$ cat config.mk
export PLATFORM = sky130hd
export DESIGN_NAME = sio_adapter
export DESIGN_NICKNAME = d
export VERILOG_FILES = /design/src/rtl/sio_pkg.sv /design/src/rtl/sio_tx.sv /design/src/rtl/sio_rx.sv /design/src/rtl/sio_adapter.sv
export SDC_FILE = /design/constraint.sdc
export NUM_CORES = 1
export LEC_CHECK = 0
export BUFFER_PORTS_ARGS = -buffer_cell sky130_fd_sc_hd__buf_2
export CAP_MARGIN = 20
export CORE_MARGIN = 2
export CORE_UTILIZATION = 65
export CTS_BUF_LIST = sky130_fd_sc_hd__clkbuf_4
export DETAILED_ROUTE_END_ITERATION = 10
export GPL_ROUTABILITY_DRIVEN = 0
export PLACE_DENSITY = 0.95
export SLEW_MARGIN = 20
export SYNTH_ARGS = -nofsm -noshare
export SYNTH_HDL_FRONTEND = slang
export SYNTH_SLANG_ARGS = --single-unit
$ cat constraint.sdc
create_clock -name clk_i -period 6.83 [get_ports clk_i]
set_clock_uncertainty 0.1 [all_clocks]
set_input_delay 0.683 -clock clk_i [delete_from_list [all_inputs] [get_ports clk_i]]
set_output_delay 0.683 -clock clk_i [all_outputs]
set_load 0.05 [all_outputs]
$ cat src/rtl/sio_pkg.sv
`timescale 1ns/1ps
package sio_pkg;
  localparam int DATA_W  = 8;
  localparam int FRAME_W = 11;          // start + 8 data + parity + stop
  localparam int BODY_W  = FRAME_W - 1; // bits after the start bit
  localparam int NB_W    = 4;

  typedef enum logic [1:0] {
    DIV_1  = 2'b00,
    DIV_16 = 2'b01,
    DIV_64 = 2'b10,
    DIV_MR = 2'b11
  } div_e;

  typedef struct packed {
    logic data8;
    logic par_en;
    logic par_odd;
    logic stop2;
  } fmt_t;

  function automatic fmt_t fmt_decode(input logic [2:0] ws);
    fmt_t f;
    case (ws)
      3'b000:  f = '{data8: 1'b0, par_en: 1'b1, par_odd: 1'b0, stop2: 1'b1};
      3'b001:  f = '{data8: 1'b0, par_en: 1'b1, par_odd: 1'b1, stop2: 1'b1};
      3'b010:  f = '{data8: 1'b0, par_en: 1'b1, par_odd: 1'b0, stop2: 1'b0};
      3'b011:  f = '{data8: 1'b0, par_en: 1'b1, par_odd: 1'b1, stop2: 1'b0};
      3'b100:  f = '{data8: 1'b1, par_en: 1'b0, par_odd: 1'b0, stop2: 1'b1};
      3'b101:  f = '{data8: 1'b1, par_en: 1'b0, par_odd: 1'b0, stop2: 1'b0};
      3'b110:  f = '{data8: 1'b1, par_en: 1'b1, par_odd: 1'b0, stop2: 1'b0};
      default: f = '{data8: 1'b1, par_en: 1'b1, par_odd: 1'b1, stop2: 1'b0};
    endcase
    return f;
  endfunction

  // ticks per bit minus one
  function automatic logic [5:0] div_last(input logic [1:0] d);
    case (d)
      2'b01:   return 6'd15;
      2'b10:   return 6'd63;
      default: return 6'd0;
    endcase
  endfunction

  function automatic logic calc_par(input logic [DATA_W-1:0] d, input logic data8,
                                    input logic odd);
    logic [DATA_W-1:0] m;
    m = data8 ? d : {1'b0, d[DATA_W-2:0]};
    return (^m) ^ odd;
  endfunction
endpackage

$ cat src/rtl/sio_tx.sv
`timescale 1ns/1ps
module sio_tx
  import sio_pkg::*;
#(
  parameter int CNT_W = 6
) (
  input  logic              clk_i,
  input  logic              rst_ni,
  input  logic              clr_i,
  input  logic              tick_i,
  input  logic [1:0]        div_i,
  input  fmt_t              fmt_i,
  input  logic              brk_i,
  input  logic              wr_i,
  input  logic [DATA_W-1:0] wdata_i,
  output logic              txd_o,
  output logic              tdre_o
);
  logic [CNT_W-1:0]  pre_q, last;
  logic              bit_stb;
  logic [DATA_W-1:0] hold_q;
  logic              pend_q;
  logic [BODY_W-1:0] sr_q, body;
  logic [NB_W-1:0]   left_q, nbits;
  logic              txd_q, par;

  assign last    = CNT_W'(div_last(div_i));
  assign bit_stb = tick_i && (pre_q == last);

  always_ff @(posedge clk_i or negedge rst_ni) begin
    if (!rst_ni)                 pre_q <= '0;
    else if (clr_i)              pre_q <= '0;
    else if (tick_i)             pre_q <= (pre_q == last) ? '0 : pre_q + 1'b1;
  end

  assign par = calc_par(hold_q, fmt_i.data8, fmt_i.par_odd);

  // frame body after the start bit; unused upper bits stay at mark
  always_comb begin
    body = '1;
    for (int i = 0; i < DATA_W; i++) begin
      if (i < DATA_W - 1 || fmt_i.data8) body[i] = hold_q[i];
    end
    if (fmt_i.par_en) begin
      if (fmt_i.data8) body[DATA_W]   = par;
      else             body[DATA_W-1] = par;
    end
    nbits = NB_W'(DATA_W - 1) + NB_W'(fmt_i.data8) + NB_W'(fmt_i.par_en)
          + (fmt_i.stop2 ? NB_W'(2) : NB_W'(1));
  end

  always_ff @(posedge clk_i or negedge rst_ni) begin
    if (!rst_ni) begin
      hold_q <= '0;
      pend_q <= 1'b0;
      sr_q   <= '1;
      left_q <= '0;
      txd_q  <= 1'b1;
    end else if (clr_i) begin
      hold_q <= '0;
      pend_q <= 1'b0;
      sr_q   <= '1;
      left_q <= '0;
      txd_q  <= 1'b1;
    end else begin
      if (bit_stb) begin
        if (left_q != '0) begin
          txd_q  <= sr_q[0];
          sr_q   <= {1'b1, sr_q[BODY_W-1:1]};
          left_q <= left_q - 1'b1;
        end else if (pend_q) begin
          txd_q  <= 1'b0;
          sr_q   <= body;
          left_q <= nbits;
          pend_q <= 1'b0;
        end else begin
          txd_q  <= 1'b1;
        end
      end
      // a write in the load cycle queues the next byte
      if (wr_i) begin
        hold_q <= wdata_i;
        pend_q <= 1'b1;
      end
    end
  end

  assign tdre_o = !clr_i && !pend_q;
  assign txd_o  = brk_i ? 1'b0 : txd_q;

  p_load_start_r3: assert property (@(posedge clk_i) disable iff (!rst_ni)
    (!pend_q && $past(pend_q) && !$past(clr_i) && !$past(wr_i)) |-> !txd_q);

  p_empty_fall_r1: assert property (@(posedge clk_i) disable iff (!rst_ni)
    $fell(tdre_o) |-> (clr_i || $past(wr_i)));
endmodule

$ cat src/rtl/sio_rx.sv
`timescale 1ns/1ps
module sio_rx
  import sio_pkg::*;
#(
  parameter int CNT_W = 6
) (
  input  logic              clk_i,
  input  logic              rst_ni,
  input  logic              clr_i,
  input  logic              tick_i,
  input  logic [1:0]        div_i,
  input  logic              data8_i,
  input  logic              par_en_i,
  input  logic              par_odd_i,
  input  logic              rxd_i,
  input  logic              rd_i,
  output logic [DATA_W-1:0] rdr_o,
  output logic              rdrf_o,
  output logic              fe_o,
  output logic              pe_o,
  output logic              ovrn_o
);
  typedef enum logic [1:0] {S_IDLE, S_START, S_DATA} rx_st_e;

  rx_st_e            st_q;
  logic [1:0]        sync_q;
  logic              rx;
  logic [CNT_W-1:0]  cnt_q, last, half;
  logic [NB_W-1:0]   idx_q, nb;
  logic [BODY_W-1:0] sh_q;
  logic [DATA_W-1:0] rdr_q, dat;
  logic              rdrf_q, fe_q, pe_q, ovrn_q;
  logic              done, par_bit, full_eff;

  assign rx   = sync_q[1];
  assign last = CNT_W'(div_last(div_i));
  assign half = last >> 1;
  assign nb   = NB_W'(DATA_W - 1) + NB_W'(data8_i) + NB_W'(par_en_i) + NB_W'(1);
  assign dat  = data8_i ? sh_q[DATA_W-1:0] : {1'b0, sh_q[DATA_W-2:0]};
  assign par_bit  = data8_i ? sh_q[DATA_W] : sh_q[DATA_W-1];
  assign done     = (st_q == S_DATA) && tick_i && (cnt_q == last) && (idx_q == nb - 1'b1);
  assign full_eff = rdrf_q && !rd_i;

  always_ff @(posedge clk_i or negedge rst_ni) begin
    if (!rst_ni) sync_q <= 2'b11;
    else         sync_q <= {sync_q[0], rxd_i};
  end

  always_ff @(posedge clk_i or negedge rst_ni) begin
    if (!rst_ni) begin
      st_q  <= S_IDLE;
      cnt_q <= '0;
      idx_q <= '0;
      sh_q  <= '0;
    end else if (clr_i) begin
      st_q  <= S_IDLE;
      cnt_q <= '0;
      idx_q <= '0;
      sh_q  <= '0;
    end else if (tick_i) begin
      case (st_q)
        S_IDLE: if (!rx) begin
          cnt_q <= '0;
          idx_q <= '0;
          st_q  <= (last == '0) ? S_DATA : S_START;
        end
        S_START: begin
          if (cnt_q == half) begin
            cnt_q <= '0;
            st_q  <= rx ? S_IDLE : S_DATA;  // qualify start at mid-bit
          end else begin
            cnt_q <= cnt_q + 1'b1;
          end
        end
        S_DATA: begin
          if (cnt_q == last) begin
            cnt_q       <= '0;
            sh_q[idx_q] <= rx;
            if (idx_q == nb - 1'b1) st_q  <= S_IDLE;
            else                    idx_q <= idx_q + 1'b1;
          end else begin
            cnt_q <= cnt_q + 1'b1;
          end
        end
        default: st_q <= S_IDLE;
      endcase
    end
  end

  always_ff @(posedge clk_i or negedge rst_ni) begin
    if (!rst_ni) begin
      rdr_q  <= '0;
      rdrf_q <= 1'b0;
      fe_q   <= 1'b0;
      pe_q   <= 1'b0;
      ovrn_q <= 1'b0;
    end else if (clr_i) begin
      rdr_q  <= '0;
      rdrf_q <= 1'b0;
      fe_q   <= 1'b0;
      pe_q   <= 1'b0;
      ovrn_q <= 1'b0;
    end else begin
      if (rd_i) begin
        rdrf_q <= 1'b0;
        ovrn_q <= 1'b0;
      end
      if (done) begin
        if (full_eff) begin
          ovrn_q <= 1'b1;
        end else begin
          rdr_q  <= dat;
          rdrf_q <= 1'b1;
          fe_q   <= !rx;
          pe_q   <= par_en_i && (par_bit != calc_par(dat, data8_i, par_odd_i));
        end
      end
    end
  end

  assign rdr_o  = rdr_q;
  assign rdrf_o = rdrf_q;
  assign fe_o   = fe_q;
  assign pe_o   = pe_q;
  assign ovrn_o = ovrn_q;

  p_ovrn_full_r9: assert property (@(posedge clk_i) disable iff (!rst_ni)
    ovrn_q |-> rdrf_q);

  p_full_clear_r6: assert property (@(posedge clk_i) disable iff (!rst_ni)
    $fell(rdrf_q) |-> ($past(rd_i) || $past(clr_i)));

  p_fe_held_r8: assert property (@(posedge clk_i) disable iff (!rst_ni)
    (rdrf_q && $past(rdrf_q) && !$past(rd_i) && !$past(clr_i)) |-> $stable(fe_q));
endmodule

$ cat src/rtl/sio_adapter.sv
`timescale 1ns/1ps
module sio_adapter
  import sio_pkg::*;
#(
  parameter int CNT_W = 6
) (
  input  logic              clk_i,
  input  logic              rst_ni,
  input  logic              cs_i,
  input  logic              rs_i,
  input  logic              rw_i,
  input  logic [DATA_W-1:0] wdata_i,
  output logic [DATA_W-1:0] rdata_o,
  input  logic              tx_tick_i,
  input  logic              rx_tick_i,
  input  logic              rxd_i,
  output logic              txd_o,
  output logic              rts_no,
  output logic              irq_no
);
  localparam logic [DATA_W-1:0] CTRL_RST = {{(DATA_W-2){1'b0}}, DIV_MR};

  logic [DATA_W-1:0] ctrl_q, rdr, status;
  logic              wr_ctrl, wr_tx, rd_rx, mr, brk, tie, rie, irq;
  logic [1:0]        txctl;
  logic              tdre, rdrf, fe, pe, ovrn;
  fmt_t              fmt;

  assign wr_ctrl = cs_i && !rw_i && !rs_i;
  assign wr_tx   = cs_i && !rw_i &&  rs_i;
  assign rd_rx   = cs_i &&  rw_i &&  rs_i;

  always_ff @(posedge clk_i or negedge rst_ni) begin
    if (!rst_ni)      ctrl_q <= CTRL_RST;
    else if (wr_ctrl) ctrl_q <= wdata_i;
  end

  assign mr    = (div_e'(ctrl_q[1:0]) == DIV_MR);
  assign fmt   = fmt_decode(ctrl_q[4:2]);
  assign txctl = ctrl_q[6:5];
  assign rie   = ctrl_q[7];
  assign tie   = (txctl == 2'b01);
  assign brk   = (txctl == 2'b11) && !mr;

  sio_tx #(.CNT_W(CNT_W)) u_tx (
    .clk_i   (clk_i),
    .rst_ni  (rst_ni),
    .clr_i   (mr),
    .tick_i  (tx_tick_i),
    .div_i   (ctrl_q[1:0]),
    .fmt_i   (fmt),
    .brk_i   (brk),
    .wr_i    (wr_tx),
    .wdata_i (wdata_i),
    .txd_o   (txd_o),
    .tdre_o  (tdre)
  );

  sio_rx #(.CNT_W(CNT_W)) u_rx (
    .clk_i     (clk_i),
    .rst_ni    (rst_ni),
    .clr_i     (mr),
    .tick_i    (rx_tick_i),
    .div_i     (ctrl_q[1:0]),
    .data8_i   (fmt.data8),
    .par_en_i  (fmt.par_en),
    .par_odd_i (fmt.par_odd),
    .rxd_i     (rxd_i),
    .rd_i      (rd_rx),
    .rdr_o     (rdr),
    .rdrf_o    (rdrf),
    .fe_o      (fe),
    .pe_o      (pe),
    .ovrn_o    (ovrn)
  );

  assign irq     = (rie && rdrf) || (tie && tdre);
  assign status  = {irq, pe, ovrn, fe, 2'b00, tdre, rdrf};
  assign rdata_o = rs_i ? rdr : status;
  assign irq_no  = !irq;
  assign rts_no  = (txctl == 2'b10);

  p_mr_quiet_r2: assert property (@(posedge clk_i) disable iff (!rst_ni)
    (mr && $past(mr)) |-> (status == '0 && txd_o && irq_no));

  p_irq_src_r11: assert property (@(posedge clk_i) disable iff (!rst_ni)
    !irq_no |-> (rdrf || tdre));

  p_brk_no_txirq_r10: assert property (@(posedge clk_i) disable iff (!rst_ni)
    (txctl == 2'b11 && !rdrf) |-> irq_no);
endmodule

==> impl_metrics.env <==
export IMPL_status="completed"
export IMPL_crit_path_start_kind="register"
export IMPL_slew_headroom_pct=41.5
export IMPL_fp_dieW_um=83.8
export IMPL_gr_usage_met3_pct=4.25
export IMPL_clk_pin_slew_ns=0.11
export IMPL_area_delta_synth_final_pct=7.47
export IMPL_end_kind="register"
export IMPL_ant_nets=0
export IMPL_post_route_min_period_ns=3.20
export IMPL_core_area_um2=6240
export IMPL_synth_edf_count=0
export IMPL_synthFlopType="dfrtp_1"
export IMPL_via_count=3322
export IMPL_clockRootBuffer="clkbuf_4"
export IMPL_grt_pass1_wl_um=14700
export IMPL_hold_path_class="input pin to register"
export IMPL_fmax_mhz=313
export IMPL_syn_avg_cell_area_um2=9.56
export IMPL_netlist_area_um2=4140
export IMPL_ir_drop_uv=334
export IMPL_synthTopCellsByArea="dfrtp_1, dfstp_2, mux2i_1, nand2_1, a21oi_1"
export IMPL_nNetsFinal=481
export IMPL_hold_viol=0
export IMPL_ctsResizeCount=0
export IMPL_grt_max_degree=73
export IMPL_synth_top_family_by_area="simple AND/OR/NAND/NOR gates"
export IMPL_layout_commonest_cell="dfrtp_1"
export IMPL_grt_overflow_total=0
export IMPL_maxSlewViolCount=0
export IMPL_yosys_mux_area_fraction_pct=7.83
export IMPL_power_leakage_nw=1.97
export IMPL_clockBufferDepth=2
export IMPL_setup_viol=0
export IMPL_rsz0062_at_grt="no"
export IMPL_numClockSinks=72
export IMPL_viasPerCell=6.22
export IMPL_dieHeight_um=83.8
export IMPL_yosysWarnings=0
export IMPL_synth_top_area_cell="dfrtp_1"
export IMPL_crit_chain="inv_1 > ha_1 > xor2_1 > nand4_1 > or4b_1 > o41ai_1"
export IMPL_synth_compound_area_share_pct=15.5
export IMPL_synth_top_area_share_pct=35.1
export IMPL_post_route_period_util_pct=46.8
export IMPL_post_cts_buffers=0
export IMPL_cp_required_ns=7.04
export IMPL_finalSetupTns_ns=0
export IMPL_synthAdderAreaFrac_pct=3.93
export IMPL_cpLargestDelayFamily="simple AND/OR/NAND/NOR gates"
export IMPL_cts_buffers_inserted=9
export IMPL_row_count=29
export IMPL_synth_fp_nets=462
export IMPL_io_buffers=26
export IMPL_cts_htree_levels=3
export IMPL_grt_usage_pct=26.1
export IMPL_initial_core_util_pct=66.3
export IMPL_grt_met2_usage_pct=40.9
export IMPL_globalRoute_busiestLayer="met2"
export IMPL_antenna_found_initial=0
export IMPL_cpPeakStageDelay_ns=0.88
export IMPL_crit_fanout=11
export IMPL_drt_iter0_markers=279
export IMPL_finalPower_mw=1.46
export IMPL_synth_cells=433
export IMPL_path_class="register to register"
export IMPL_power_per_cell_area_nw_per_um2=329
export IMPL_use_met1_pct=35.5
export IMPL_place_ws_ns=3.70
export IMPL_synthDistinctLibCells=59
export IMPL_synth_simple_area_share_pct=20.8
export IMPL_synth_seq_area_share_pct=44.0
export IMPL_cts_tree="built"
export IMPL_cts_hold_buf=0
export IMPL_async_flop_share_pct=100
export IMPL_finalWorstSetupSlack_ns=3.63
export IMPL_routed_wl_um=8720
export IMPL_place_detailed_hpwl_um=6050
export IMPL_critPathArrivalTime_ns=3.40
export IMPL_dieArea_um2=7020
export IMPL_n_antenna_cell=0
export IMPL_worst_path_buf_inv=1
export IMPL_first_pass_iters=5
export IMPL_drt_wirelength_per_cell_um=16.3
export IMPL_synth_xor_area_share_pct=4.69
export IMPL_final_cell_mix="dfrtp_1, nand2_1, a21oi_1"
export IMPL_cap_viol_max_count=0
export IMPL_drc=0
export IMPL_worst_pin_slew_ns=0.877
export IMPL_ys_ff_latch=72
export IMPL_cp_slowest_cell="or4b_1"
export IMPL_drive_above_1_share_pct=17.9
export IMPL_grt_pass1_vias=3190
export IMPL_clk_latency_ns=0.42
export IMPL_io_pins=27
==> layout make-up <==
class / count / area, µm²
Timing Repair Buffer: 29 / 153
Clock buffer: 12 / 90.1
Multi-Input combinational cell: 326 / 2190
Sequential cell: 72 / 1820
Inverter: 14 / 52.6
Clock inverter: 4 / 45.0
Fill cell: 439 / 1790
Tap cell: 77 / 96.3
==> metrics by stage <==
stage	instance area, µm²	util [%]	hold WS (ns)	cells
floorplan	4140	-	0.245	433
global placement	4310	69.0	0.245	518
detailed placement	4310	69.0	0.251	518
CTS	4440	71.2	0.239	534
global route	4450	71.3	0.227	534
finish	4450	71.3	0.244	534
==> synth_stat cells, types with 12 or more instances <==
cell type,instances
nor2_1,31
ha_1,13
nor3_1,16
o21ai_0,12
dfrtp_1,58
xnor2_1,12
clkbuf_1,17
a21oi_1,33
mux2i_1,20
dfstp_2,14
nand2_1,51
inv_1,14
a211oi_1,12
==> metal layers <==
metal  wire [µm]  share of wire [%]
met1        3900                 45
met2        4260                 49
met4         174                2.0
met5           0                  0
met3         386                4.4
==> final timing paths <==
check	start	to	slack [ns]	depth (start not counted)
hold reg to reg	u_rx.sync_q[0]	u_rx.sync_q[1]	0.27	0
hold / removal	rxd_i	u_rx.sync_q[0]	0.24	1
setup / recovery	ctrl_q[0]	u_rx.pe_o	3.63	6
min in group asynchronous	rst_ni	u_rx.st_q[1]	0.34	2
max in group asynchronous	rst_ni	u_tx.left_q[3]	5.71	2
setup reg to reg	ctrl_q[0]	u_rx.pe_o	3.63	6
==> worst reg2reg max path: stages, from the launching register on <==
cell and delay (ns):
dfstp_2 0.56, inv_1 0.05, ha_1 0.41, xor2_1 0.25
nand4_1 0.39, or4b_1 0.88, o41ai_1 0.46
==> sequential cells by signal, indices dropped and copies added (netlist names), 2 cells and up <==
register     flops
u_rx.rdr_o       8
u_rx.st_q        2
u_tx.hold_q      8
u_tx.pre_q       6
u_tx.sr_q        9
u_tx.left_q      4
u_rx.sync_q      2
u_rx.idx_q       4
u_rx.cnt_q       6
u_rx.sh_q        9
ctrl_q           8
==> report_power, final <==
group          switching (mW)  total (mW)  internal (mW)
logic                   0.351       0.580          0.229
registers              0.0895       0.613          0.523
clock network           0.147       0.269          0.122
==> kinds of logic after synthesis <==
kind of cell	Yosys count
compound gates	98
xor+xnor	19
fa+ha+maj	13
buf+inv	35
flops	72
mux	31
simple gates	165
No activity file was read; power rests on OpenSTA's default activity.
